### src/rtl/tmr_irq_pkg.sv
// Package: shared field positions and per-channel state type for the
// timer interrupt output stage. Assumes a 16-bit configuration word.
package tmr_irq_pkg;
    localparam int CFG_W      = 16;
    localparam int STORE_W    = 10;  // bits kept in the configuration register
    localparam int FLAG_BIT   = 10;  // active-low request flag on readback
    localparam int REPEAT_BIT = 6;   // 1 = repeat arming, 0 = one-shot
    localparam int TOGGLE_BIT = 7;   // 1 = toggle output, 0 = pulse output
    localparam int CLKSRC_LO  = 8;   // clock-source field [9:8]

    typedef struct packed {
        logic flag_n;  // active-low request flag
        logic done;    // one-shot already fired
        logic line;    // interrupt line level
        logic pend;    // line dropped this cycle, rise next
    } chan_state_t;
endpackage

### src/rtl/tmr_irq_chan.sv
// One timer channel's interrupt output stage. Holds the configuration
// register and the flag/done/line state. Assumes evt is a one-cycle
// strobe from the counter comparator.
module tmr_irq_chan
    import tmr_irq_pkg::*;
#(
    parameter int CH_IDX = 0
) (
    input  logic               clk,
    input  logic               rst_n,
    input  logic               mode_wr,
    input  logic [CFG_W-1:0]   mode_wdata,
    input  logic               evt,
    output logic               line,
    output logic               flag_n,
    output logic               ext_clk,
    output logic               cnt_clr,
    output logic [STORE_W-1:0] cfg
);
    localparam int EXT_BIT = (CH_IDX == 2) ? CLKSRC_LO + 1 : CLKSRC_LO;

    logic [STORE_W-1:0] cfg_q;
    chan_state_t        st_q, st_d;
    logic               clr_q;
    logic [STORE_W-1:0] eff_cfg;
    logic               done_now, flag_now, may_fire;

    // Configuration that governs this cycle's event: the new word on a write.
    always_comb begin
        eff_cfg  = mode_wr ? mode_wdata[STORE_W-1:0] : cfg_q;
        done_now = mode_wr ? 1'b0 : st_q.done;
        flag_now = mode_wr ? 1'b1 : st_q.flag_n;
        may_fire = !done_now || eff_cfg[REPEAT_BIT];
    end

    // Next-state of flag, done and line from write, pending rise and event.
    always_comb begin
        st_d = st_q;
        if (mode_wr) begin
            st_d = '{flag_n: 1'b1, done: 1'b0, line: 1'b0, pend: 1'b0};
        end else if (st_q.pend) begin
            st_d.line = 1'b1;
            st_d.pend = 1'b0;
        end
        if (evt) begin
            if (!eff_cfg[TOGGLE_BIT]) begin
                if (may_fire) begin
                    st_d.line = 1'b0;
                    st_d.pend = 1'b1;
                end
                st_d.done   = 1'b1;
                st_d.flag_n = 1'b1;
            end else if (may_fire) begin
                st_d.flag_n = !flag_now;
                st_d.line   = flag_now;
                st_d.done   = 1'b1;
            end
        end
    end

    // State, configuration and counter-clear registers.
    always_ff @(posedge clk) begin
        if (!rst_n) begin
            st_q  <= '{flag_n: 1'b1, done: 1'b0, line: 1'b0, pend: 1'b0};
            cfg_q <= '0;
            clr_q <= 1'b0;
        end else begin
            st_q  <= st_d;
            clr_q <= mode_wr;
            if (mode_wr) cfg_q <= mode_wdata[STORE_W-1:0];
        end
    end

    assign line    = st_q.line;
    assign flag_n  = st_q.flag_n;
    assign ext_clk = cfg_q[EXT_BIT];
    assign cnt_clr = clr_q;
    assign cfg     = cfg_q;

    // A write without an event leaves the line low and the flag high.
    p_rearm_r9: assert property (@(posedge clk) disable iff (!rst_n)
        mode_wr && !evt |=> !line && flag_n && cnt_clr);

    // A dropped pulse line rises on the following edge.
    p_pulse_rise_r3: assert property (@(posedge clk) disable iff (!rst_n)
        st_q.pend && !evt && !mode_wr |=> line);

    // A spent one-shot ignores further events.
    p_oneshot_hold_r4: assert property (@(posedge clk) disable iff (!rst_n)
        st_q.done && !st_q.pend && evt && !mode_wr && !cfg_q[REPEAT_BIT]
        |=> $stable(line) && $stable(flag_n));

    // Pulse mode keeps the request flag high.
    p_pulse_flag_r6: assert property (@(posedge clk) disable iff (!rst_n)
        !cfg_q[TOGGLE_BIT] |-> flag_n);

    // Toggle mode drives the line to the inverse of the flag.
    p_toggle_inv_r7: assert property (@(posedge clk) disable iff (!rst_n)
        cfg_q[TOGGLE_BIT] |-> line == !flag_n);
endmodule

### src/rtl/tmr_irq_rdmux.sv
// Readback multiplexer: presents one channel's stored configuration with
// its request flag. Assumes a channel count of at least 1.
module tmr_irq_rdmux
    import tmr_irq_pkg::*;
#(
    parameter int NCH   = 3,
    parameter int SEL_W = 2
) (
    input  logic [NCH*STORE_W-1:0] cfg_flat,
    input  logic [NCH-1:0]         flag_n,
    input  logic [SEL_W-1:0]       rd_sel,
    output logic [CFG_W-1:0]       rd_data
);
    // Pick the addressed channel; an out-of-range index reads zero.
    always_comb begin
        rd_data = '0;
        for (int i = 0; i < NCH; i++) begin
            if (int'(rd_sel) == i) begin
                rd_data[STORE_W-1:0] = cfg_flat[i*STORE_W +: STORE_W];
                rd_data[FLAG_BIT]    = flag_n[i];
            end
        end
    end
endmodule

### src/rtl/tmr_irq_top.sv
// Top: a group of timer interrupt output stages placed on an interrupt
// vector starting at IRQ_BASE. Assumes synchronous active-low reset.
module tmr_irq_top
    import tmr_irq_pkg::*;
#(
    parameter int NCH      = 3,
    parameter int IRQ_BASE = 4,
    parameter int IRQ_W    = 11
) (
    input  logic                     clk,
    input  logic                     rst_n,
    input  logic [NCH-1:0]           mode_wr,
    input  logic [CFG_W-1:0]         mode_wdata,
    input  logic [NCH-1:0]           evt,
    input  logic [$clog2(NCH)-1:0]   rd_sel,
    output logic [CFG_W-1:0]         rd_data,
    output logic [IRQ_W-1:0]         irq_out,
    output logic [NCH-1:0]           ext_clk_sel,
    output logic [NCH-1:0]           cnt_clr
);
    localparam int SEL_W = $clog2(NCH);
    localparam logic [IRQ_W-1:0] OWN_MASK = ((IRQ_W'(1) << NCH) - IRQ_W'(1)) << IRQ_BASE;

    logic [NCH-1:0]         line, flag_n;
    logic [NCH*STORE_W-1:0] cfg_flat;

    for (genvar n = 0; n < NCH; n++) begin : g_ch
        tmr_irq_chan #(.CH_IDX(n)) u_ch (
            .clk       (clk),
            .rst_n     (rst_n),
            .mode_wr   (mode_wr[n]),
            .mode_wdata(mode_wdata),
            .evt       (evt[n]),
            .line      (line[n]),
            .flag_n    (flag_n[n]),
            .ext_clk   (ext_clk_sel[n]),
            .cnt_clr   (cnt_clr[n]),
            .cfg       (cfg_flat[n*STORE_W +: STORE_W])
        );
    end

    // Place channel lines on their interrupt numbers; others stay low.
    always_comb begin
        irq_out = '0;
        irq_out[IRQ_BASE +: NCH] = line;
    end

    tmr_irq_rdmux #(.NCH(NCH), .SEL_W(SEL_W)) u_rd (
        .cfg_flat(cfg_flat),
        .flag_n  (flag_n),
        .rd_sel  (rd_sel),
        .rd_data (rd_data)
    );

    // Lines outside this block's range never assert.
    p_idle_lines_r2: assert property (@(posedge clk) disable iff (!rst_n)
        (irq_out & ~OWN_MASK) == '0);
endmodule

### config.mk
export PLATFORM = sky130hd
export DESIGN_NAME = tmr_irq_top
export DESIGN_NICKNAME = d
export VERILOG_FILES = /design/src/rtl/tmr_irq_pkg.sv /design/src/rtl/tmr_irq_chan.sv /design/src/rtl/tmr_irq_rdmux.sv /design/src/rtl/tmr_irq_top.sv
export SDC_FILE = /design/constraint.sdc
export NUM_CORES = 1
export LEC_CHECK = 0
export ABC_AREA = 0
export BUFFER_PORTS_ARGS = -buffer_cell sky130_fd_sc_hd__buf_2
export CAP_MARGIN = 10
export CORE_MARGIN = 3
export CORE_UTILIZATION = 35
export DETAILED_ROUTE_END_ITERATION = 12
export HOLD_SLACK_MARGIN = 0.08
export PLACE_DENSITY_LB_ADDON = 0.1
export SLEW_MARGIN = 20
export SYNTH_ARGS = -nofsm -noshare
export SYNTH_HDL_FRONTEND = slang
export SYNTH_SLANG_ARGS = --single-unit
### constraint.sdc
create_clock -name clk -period 2.81 [get_ports clk]
set_input_delay 0 -clock clk [delete_from_list [all_inputs] [get_ports clk]]
set_output_delay 0 -clock clk [all_outputs]
set_load 0.02 [all_outputs]
After elaboration in Yosys (flattened, before gate mapping)

Cells that the tools add are included.
W data, S select, Z words.

Logic and storage cells: 69
Memories kept: 0
Bits in latches: 0
Bits in registers: 45
ROM bits: 0
Memory bits (writable): 0

Multiply operators: 0
Reductions and logical operators: 10
Magnitude comparators: 0
Div/mod/pow operators: 0
Shift operators: 0
$add $sub $neg: 0
Equality and inequality tests: 2
Multiplexer cells: 36
Bitwise operators: 0

Operators by type and width:

| operator             | count |
|---|---|
| $mux W11             | 3 |
| $mux W2              | 12 |
| $mux W8              | 3 |
| $mux W3              | 6 |
| $mux W4              | 3 |
| $mux W1              | 9 |
| $logic_not A1 Y1     | 6 |
| $eq A2 B2 Y1 const B | 2 |
| $logic_or A1 B1 Y1   | 3 |
| $logic_not A2 Y1     | 1 |

Depth between registers and ports, before layout

Word-level depth: 6
Mapped depth: 4
Mapped depth without buffers: 3

Cells and area by module

A second synthesis with hierarchy kept.

Cell total of the unflattened synthesis: 212
Area, all modules: 2229.6 µm²

Modules (own cells, without submodules):

| module        | instances | cells each | seq. area each (µm²) | area each (µm²) |
|---|---|---|---|---|
| tmr_irq_chan  | 3         | 57         | 300.3                | 630.6 |
| tmr_irq_rdmux | 1         | 32         | 0.0                  | 274.0 |
| tmr_irq_top   | 1         | 9          | 0.0                  | 63.8 |

Worst setup path after synthesis

Ideal clock, no wire load.

Path type: reg-to-reg
Start point: reg g_ch[2].u_ch.st_q[2] (netlist name)
End point: reg g_ch[2].u_ch.st_q, in the netlist g_ch[2].u_ch.line
Period minus slack after synthesis: 1102 ps
Buffers on the path: 0
Data required time: 2695 ps
Stages on the path, launching flop included: 4
Setup time: 115 ps
Data arrival time: 987 ps
Path slack: 1708 ps
Cells stage by stage: dfxtp_1 > or3b_4 > o211a_1 > o21a_1

Word-level cells in the longest chain between the ends: 6
Elaborated cells between the ends (all ways): 7
Classes of those cells: 5 x mux; 2 x reduce/logical

RTL lines:

| what                                      | line                                   | source |
|---|---|---|
| start, declared                           | tmr_irq_chan.sv:23                     | `chan_state_t st_q, st_d;` |
| start signal, assigned                    | tmr_irq_chan.sv:64                     | `st_q <= '{flag_n: 1'b1, done: 1'b0, line: 1'b0, pend: 1'b0};` |
| start signal, assigned                    | tmr_irq_chan.sv:68                     | `st_q <= st_d;` |
| $mux W1 (*)                               | tmr_irq_chan.sv:31                     | `done_now = mode_wr ? 1'b0 : st_q.done;` |
| $logic_not A1 Y1 (*)                      | tmr_irq_chan.sv:33                     | `may_fire = !done_now \|\| eff_cfg[REPEAT_BIT];` |
| $logic_or A1 B1 Y1 (*)                    | tmr_irq_chan.sv:33                     |  |
| $mux W2 / $mux W3 (equally long branches) | tmr_irq_chan.sv:47, tmr_irq_chan.sv:53 |  |
| $mux W3 (*)                               | tmr_irq_chan.sv:46                     | `if (!eff_cfg[TOGGLE_BIT]) begin` |
| $mux W4 (*)                               | tmr_irq_chan.sv:45                     | `if (evt) begin` |

Mark *: on every way between the ends. The rest lies on a longest branch, timed or not.
A chain may end at the register's enable or synchronous reset.

Worst setup path after layout

Start point: in rd_sel[1]
End point: out rd_data[3]

Word-level cells in the longest chain between the ends: 4
Elaborated cells between the ends (all ways): 6
Classes of those cells: 2 x eq/ne; 3 x mux; 1 x reduce/logical

RTL lines:

| what                  | line                | source |
|---|---|---|
| start, declared       | tmr_irq_top.sv:15   | `input logic [$clog2(NCH)-1:0] rd_sel,` |
| $logic_not A2 Y1      | tmr_irq_rdmux.sv:18 | `if (int'(rd_sel) == i) begin` |
| $mux W11 (2 in a row) | tmr_irq_rdmux.sv:18 |  |
| $mux W11 (*)          | tmr_irq_rdmux.sv:18 |  |
| end, declared         | tmr_irq_top.sv:16   | `output logic [CFG_W-1:0] rd_data,` |

Marks and branches as above.

==> run_summary.xml <==
<?xml version="1.0" encoding="UTF-8"?>
<metrics>
  <group name="run_status">
    <metric name="result_of_the_run" unit="">completed</metric>
  </group>
  <group name="setup_path">
    <metric name="crit_path_max_fanout" unit="">12</metric>
    <metric name="critPathArrivalTime" unit="ns">1.28</metric>
    <metric name="setup.worst_path.class" unit="">in -&gt; out</metric>
    <metric name="worst-endpoint-required" unit="ns">2.81</metric>
    <metric name="worstSetupEndpointType" unit="">primary output</metric>
    <metric name="cp-start-kind" unit="">primary input</metric>
  </group>
  <group name="global_routing">
    <metric name="use_met1" unit="">0.172</metric>
    <metric name="grt_use_total" unit="">0.128</metric>
    <metric name="grt_max_degree" unit="">46</metric>
    <metric name="number_of_global_route_vias_before_repair" unit="">1437</metric>
    <metric name="grt.met3_usage" unit="">0.0304</metric>
    <metric name="grt.busiest_layer" unit="">met2</metric>
    <metric name="antenna_violations_before_repair" unit="">0</metric>
    <metric name="globalRouteOverflowTotal" unit="">0</metric>
    <metric name="met2_routing_resource_usage_after_global_routing" unit="">0.202</metric>
    <metric name="wire_length_of_the_first_global_routing_pass" unit="um">7280</metric>
  </group>
  <group name="cts">
    <metric name="numClockSinks" unit="">45</metric>
    <metric name="clk-insertion-delay-late" unit="ns">0.29</metric>
    <metric name="cts.root.buffer_cell" unit="">clkbuf_8</metric>
    <metric name="clkTransAtPathRegs" unit="ns">0.08</metric>
    <metric name="cts_tree" unit="">built</metric>
    <metric name="cts_htree_levels" unit="">2</metric>
    <metric name="numCtsBuffers" unit="">5</metric>
    <metric name="clockBufferDepth" unit="">2</metric>
    <metric name="post-cts-setup-buffers" unit="">0</metric>
  </group>
  <group name="worst_hold_path">
    <metric name="worst_hold_path_type" unit="">in -&gt; reg</metric>
  </group>
  <group name="timing">
    <metric name="totalNegativeSetupSlack" unit="ns">0</metric>
    <metric name="hold_viol" unit="">0</metric>
    <metric name="clock_skew" unit="ns">0.00343</metric>
    <metric name="finalMaxSlewViolations" unit="">0</metric>
    <metric name="grt_setup_unrepaired" unit="">no</metric>
    <metric name="fmax" unit="MHz">784</metric>
    <metric name="post_layout_minimum_cycle_time" unit="ns">1.28</metric>
    <metric name="worst-slew-pin-transition" unit="ns">0.654</metric>
    <metric name="hold-worst-slack" unit="ns">0.144</metric>
    <metric name="post-route-period-util" unit="">0.454</metric>
    <metric name="setup_viol" unit="">0</metric>
    <metric name="max_slew_margin_vs_limit" unit="">0.564</metric>
  </group>
  <group name="synth">
    <metric name="most_common_library_cells_after_synthesis" unit="">dfxtp_1 (45), mux2i_1 (38), nor2b_1 (34), buf_4 (22), o21ai_0 (14)</metric>
    <metric name="yosysTopAreaCellShare" unit="">0.422</metric>
    <metric name="synthesis.area_per_instance" unit="sq um">9.71</metric>
    <metric name="synth_edf_count" unit="">0</metric>
    <metric name="postSynth.topFlopCell" unit="">dfxtp_1</metric>
    <metric name="area_of_the_mapped_netlist" unit="sq mm">0.00214</metric>
    <metric name="ys_async_sr_fraction" unit="">0</metric>
    <metric name="ys_top_cells_by_area" unit="">dfxtp_1 (42%), mux2i_1 (18%), nor2b_1 (10%)</metric>
    <metric name="synthMostInstantiatedCell" unit="">dfxtp_1</metric>
    <metric name="synth_cell_types" unit="">25</metric>
    <metric name="synth_seq_cells" unit="">45</metric>
    <metric name="yosys_warnings" unit="">0</metric>
    <metric name="sequential_to_total_area_share_from_yosys_stat" unit="">0.422</metric>
    <metric name="synth.largest_area_cell" unit="">dfxtp_1</metric>
    <metric name="synthCells" unit="">220</metric>
  </group>
  <group name="placement">
    <metric name="place.detailed.hpwl" unit="um">2900</metric>
    <metric name="gpl.final_weighted_congestion" unit="">0.687</metric>
    <metric name="buffer_ports.inserted" unit="">39</metric>
  </group>
  <group name="floorplanning">
    <metric name="initial_core_utilization" unit="">0.374</metric>
    <metric name="placeableCoreArea" unit="sq mm">0.00571</metric>
    <metric name="placementRows" unit="">27</metric>
    <metric name="pin_count" unit="">59</metric>
    <metric name="die_width" unit="um">84.1</metric>
    <metric name="die_h" unit="um">84.1</metric>
    <metric name="die_area" unit="sq mm">0.00708</metric>
  </group>
  <group name="layout">
    <metric name="drive_above_1_share" unit="">0.195</metric>
    <metric name="n_antenna_cell" unit="">0</metric>
    <metric name="finalNetCount" unit="">282</metric>
    <metric name="area.growth.synth_to_final" unit="%">14.8</metric>
  </group>
  <group name="drt">
    <metric name="post-route-drc-count" unit="">0</metric>
    <metric name="ant_nets" unit="">0</metric>
    <metric name="wire_per_inst" unit="um">13.5</metric>
    <metric name="wl" unit="um">4420</metric>
    <metric name="detail_route.iter0.violations" unit="">33</metric>
    <metric name="firstDrtPassIters" unit="">2</metric>
    <metric name="route.vias.total" unit="">1518</metric>
    <metric name="via_per_inst" unit="">4.63</metric>
  </group>
  <group name="power_and_ir_drop">
    <metric name="ir_drop" unit="V">0.000201</metric>
    <metric name="power_density" unit="mW/mm^2">531</metric>
    <metric name="power_leakage" unit="uW">0.00111</metric>
    <metric name="switching_power" unit="uW">342</metric>
    <metric name="internal_power" unit="uW">959</metric>
    <metric name="power.share.clock" unit="">0.305</metric>
    <metric name="p_sw_frac" unit="">0.263</metric>
    <metric name="combPwrFrac" unit="">0.161</metric>
    <metric name="seqPwrFrac" unit="">0.534</metric>
  </group>
  <group name="flow_run">
    <metric name="maximum_capacitance_violations" unit="">0</metric>
  </group>
</metrics>
path summary, 6_finish.rpt:
path,from,cells after the start,to,slack (ns)
worst max register to register,g_ch[2].u_ch.st_q[2],3,g_ch[2].u_ch.line,1.63
worst max-delay path,rd_sel[1],6,rd_data[3],1.53
worst min-delay path,mode_wdata[7],4,g_ch[2].u_ch.cfg[7],0.14
worst min register to register,g_ch[1].u_ch.cfg[0],2,g_ch[1].u_ch.cfg[0],0.52
power by group through the flow:
stage	clock [uW]	sequential [uW]	combinational, uW
CTS	420	695	213
global placement	0	709	199
floorplan	0	704	168
global route	452	700	232
detailed placement	0	709	200
finish	397	695	210
worst max-delay path: stages:
cell     delay (ns)
buf_2          0.24
nor2b_1        0.43
buf_4          0.25
nand2_1        0.06
o21ai_0        0.08
buf_2          0.21
routing by layer:
metal | part of all wire | vias to the layer above | routed length (um)
met1 | 0.50 | 695 | 2230
met2 | 0.44 | 36 | 1930
li1 | - | 783 | -
met4 | 0.0077 | 0 | 34
met3 | 0.050 | 4 | 221
met5 | 0 | - | 0
cell families (layout without fill, tap and decap cells):
| family | count (synthesis) | in the layout | share of synthesized area |
|---|---|---|---|
| and+or+nand+nor | 64 | 64 | 0.180 |
| DFF | 45 | 45 | 0.422 |
| muxes | 38 | 38 | 0.178 |
| buffers and inverters | 38 | 62 | 0.112 |
| AOI/OAI and AO/OA | 34 | 34 | 0.107 |
| other | 1 | 13 | 0.00175 |
per-stage QoR:
stage / util / setup WS (ns) / power (uW) / area (sq um) / cells
2_1_floorplan: - / 1.71 / 872 / 2180 / 232
3_3_place_gp: 0.393 / 1.50 / 909 / 2250 / 309
3_5_place_dp: 0.393 / 1.54 / 910 / 2250 / 309
4_1_cts: 0.430 / 1.54 / 1330 / 2450 / 328
5_1_grt: 0.430 / 1.42 / 1380 / 2450 / 328
6_report: 0.430 / 1.53 / 1300 / 2450 / 328
sequential cells by signal (all words and copies together), names as in the netlist:
| signal | count |
|---|---|
| g_ch.u_ch.line | 3 |
| g_ch.u_ch.cnt_clr | 3 |
| g_ch.u_ch.cfg | 30 |
| g_ch.u_ch.flag_n | 3 |
| g_ch.u_ch.st_q | 6 |
area by class of cell:
| cell class | count | area (sq um) |
|---|---|---|
| sequential | 45 | 901 |
| tap | 72 | 90.1 |
| timing repair buffer | 52 | 323 |
| clock buffer | 7 | 86.3 |
| inverter | 3 | 11.3 |
| multi-input combinational | 149 | 1040 |
| fill | 605 | 3260 |
placed cells by master, fill, tap and decap left out, drive strengths merged, types with 6 or more instances in the layout:
cell,n
nor2b,34
buf,40
dlygate4sd3,12
a211oi,6
conb,13
o21ai,14
and2,6
mux2i,38
a21oi,6
clkbuf,7
dfxtp,45
nand2,11
what timing repair did:
| item | in CTS | in global routing |
|---|---|---|
| hold buffers | 12 | 0 |
| hold endpoints to repair | 35 | 0 |
| gates resized for setup | 0 | 0 |
No activity file was read; power rests on OpenSTA's default activity.
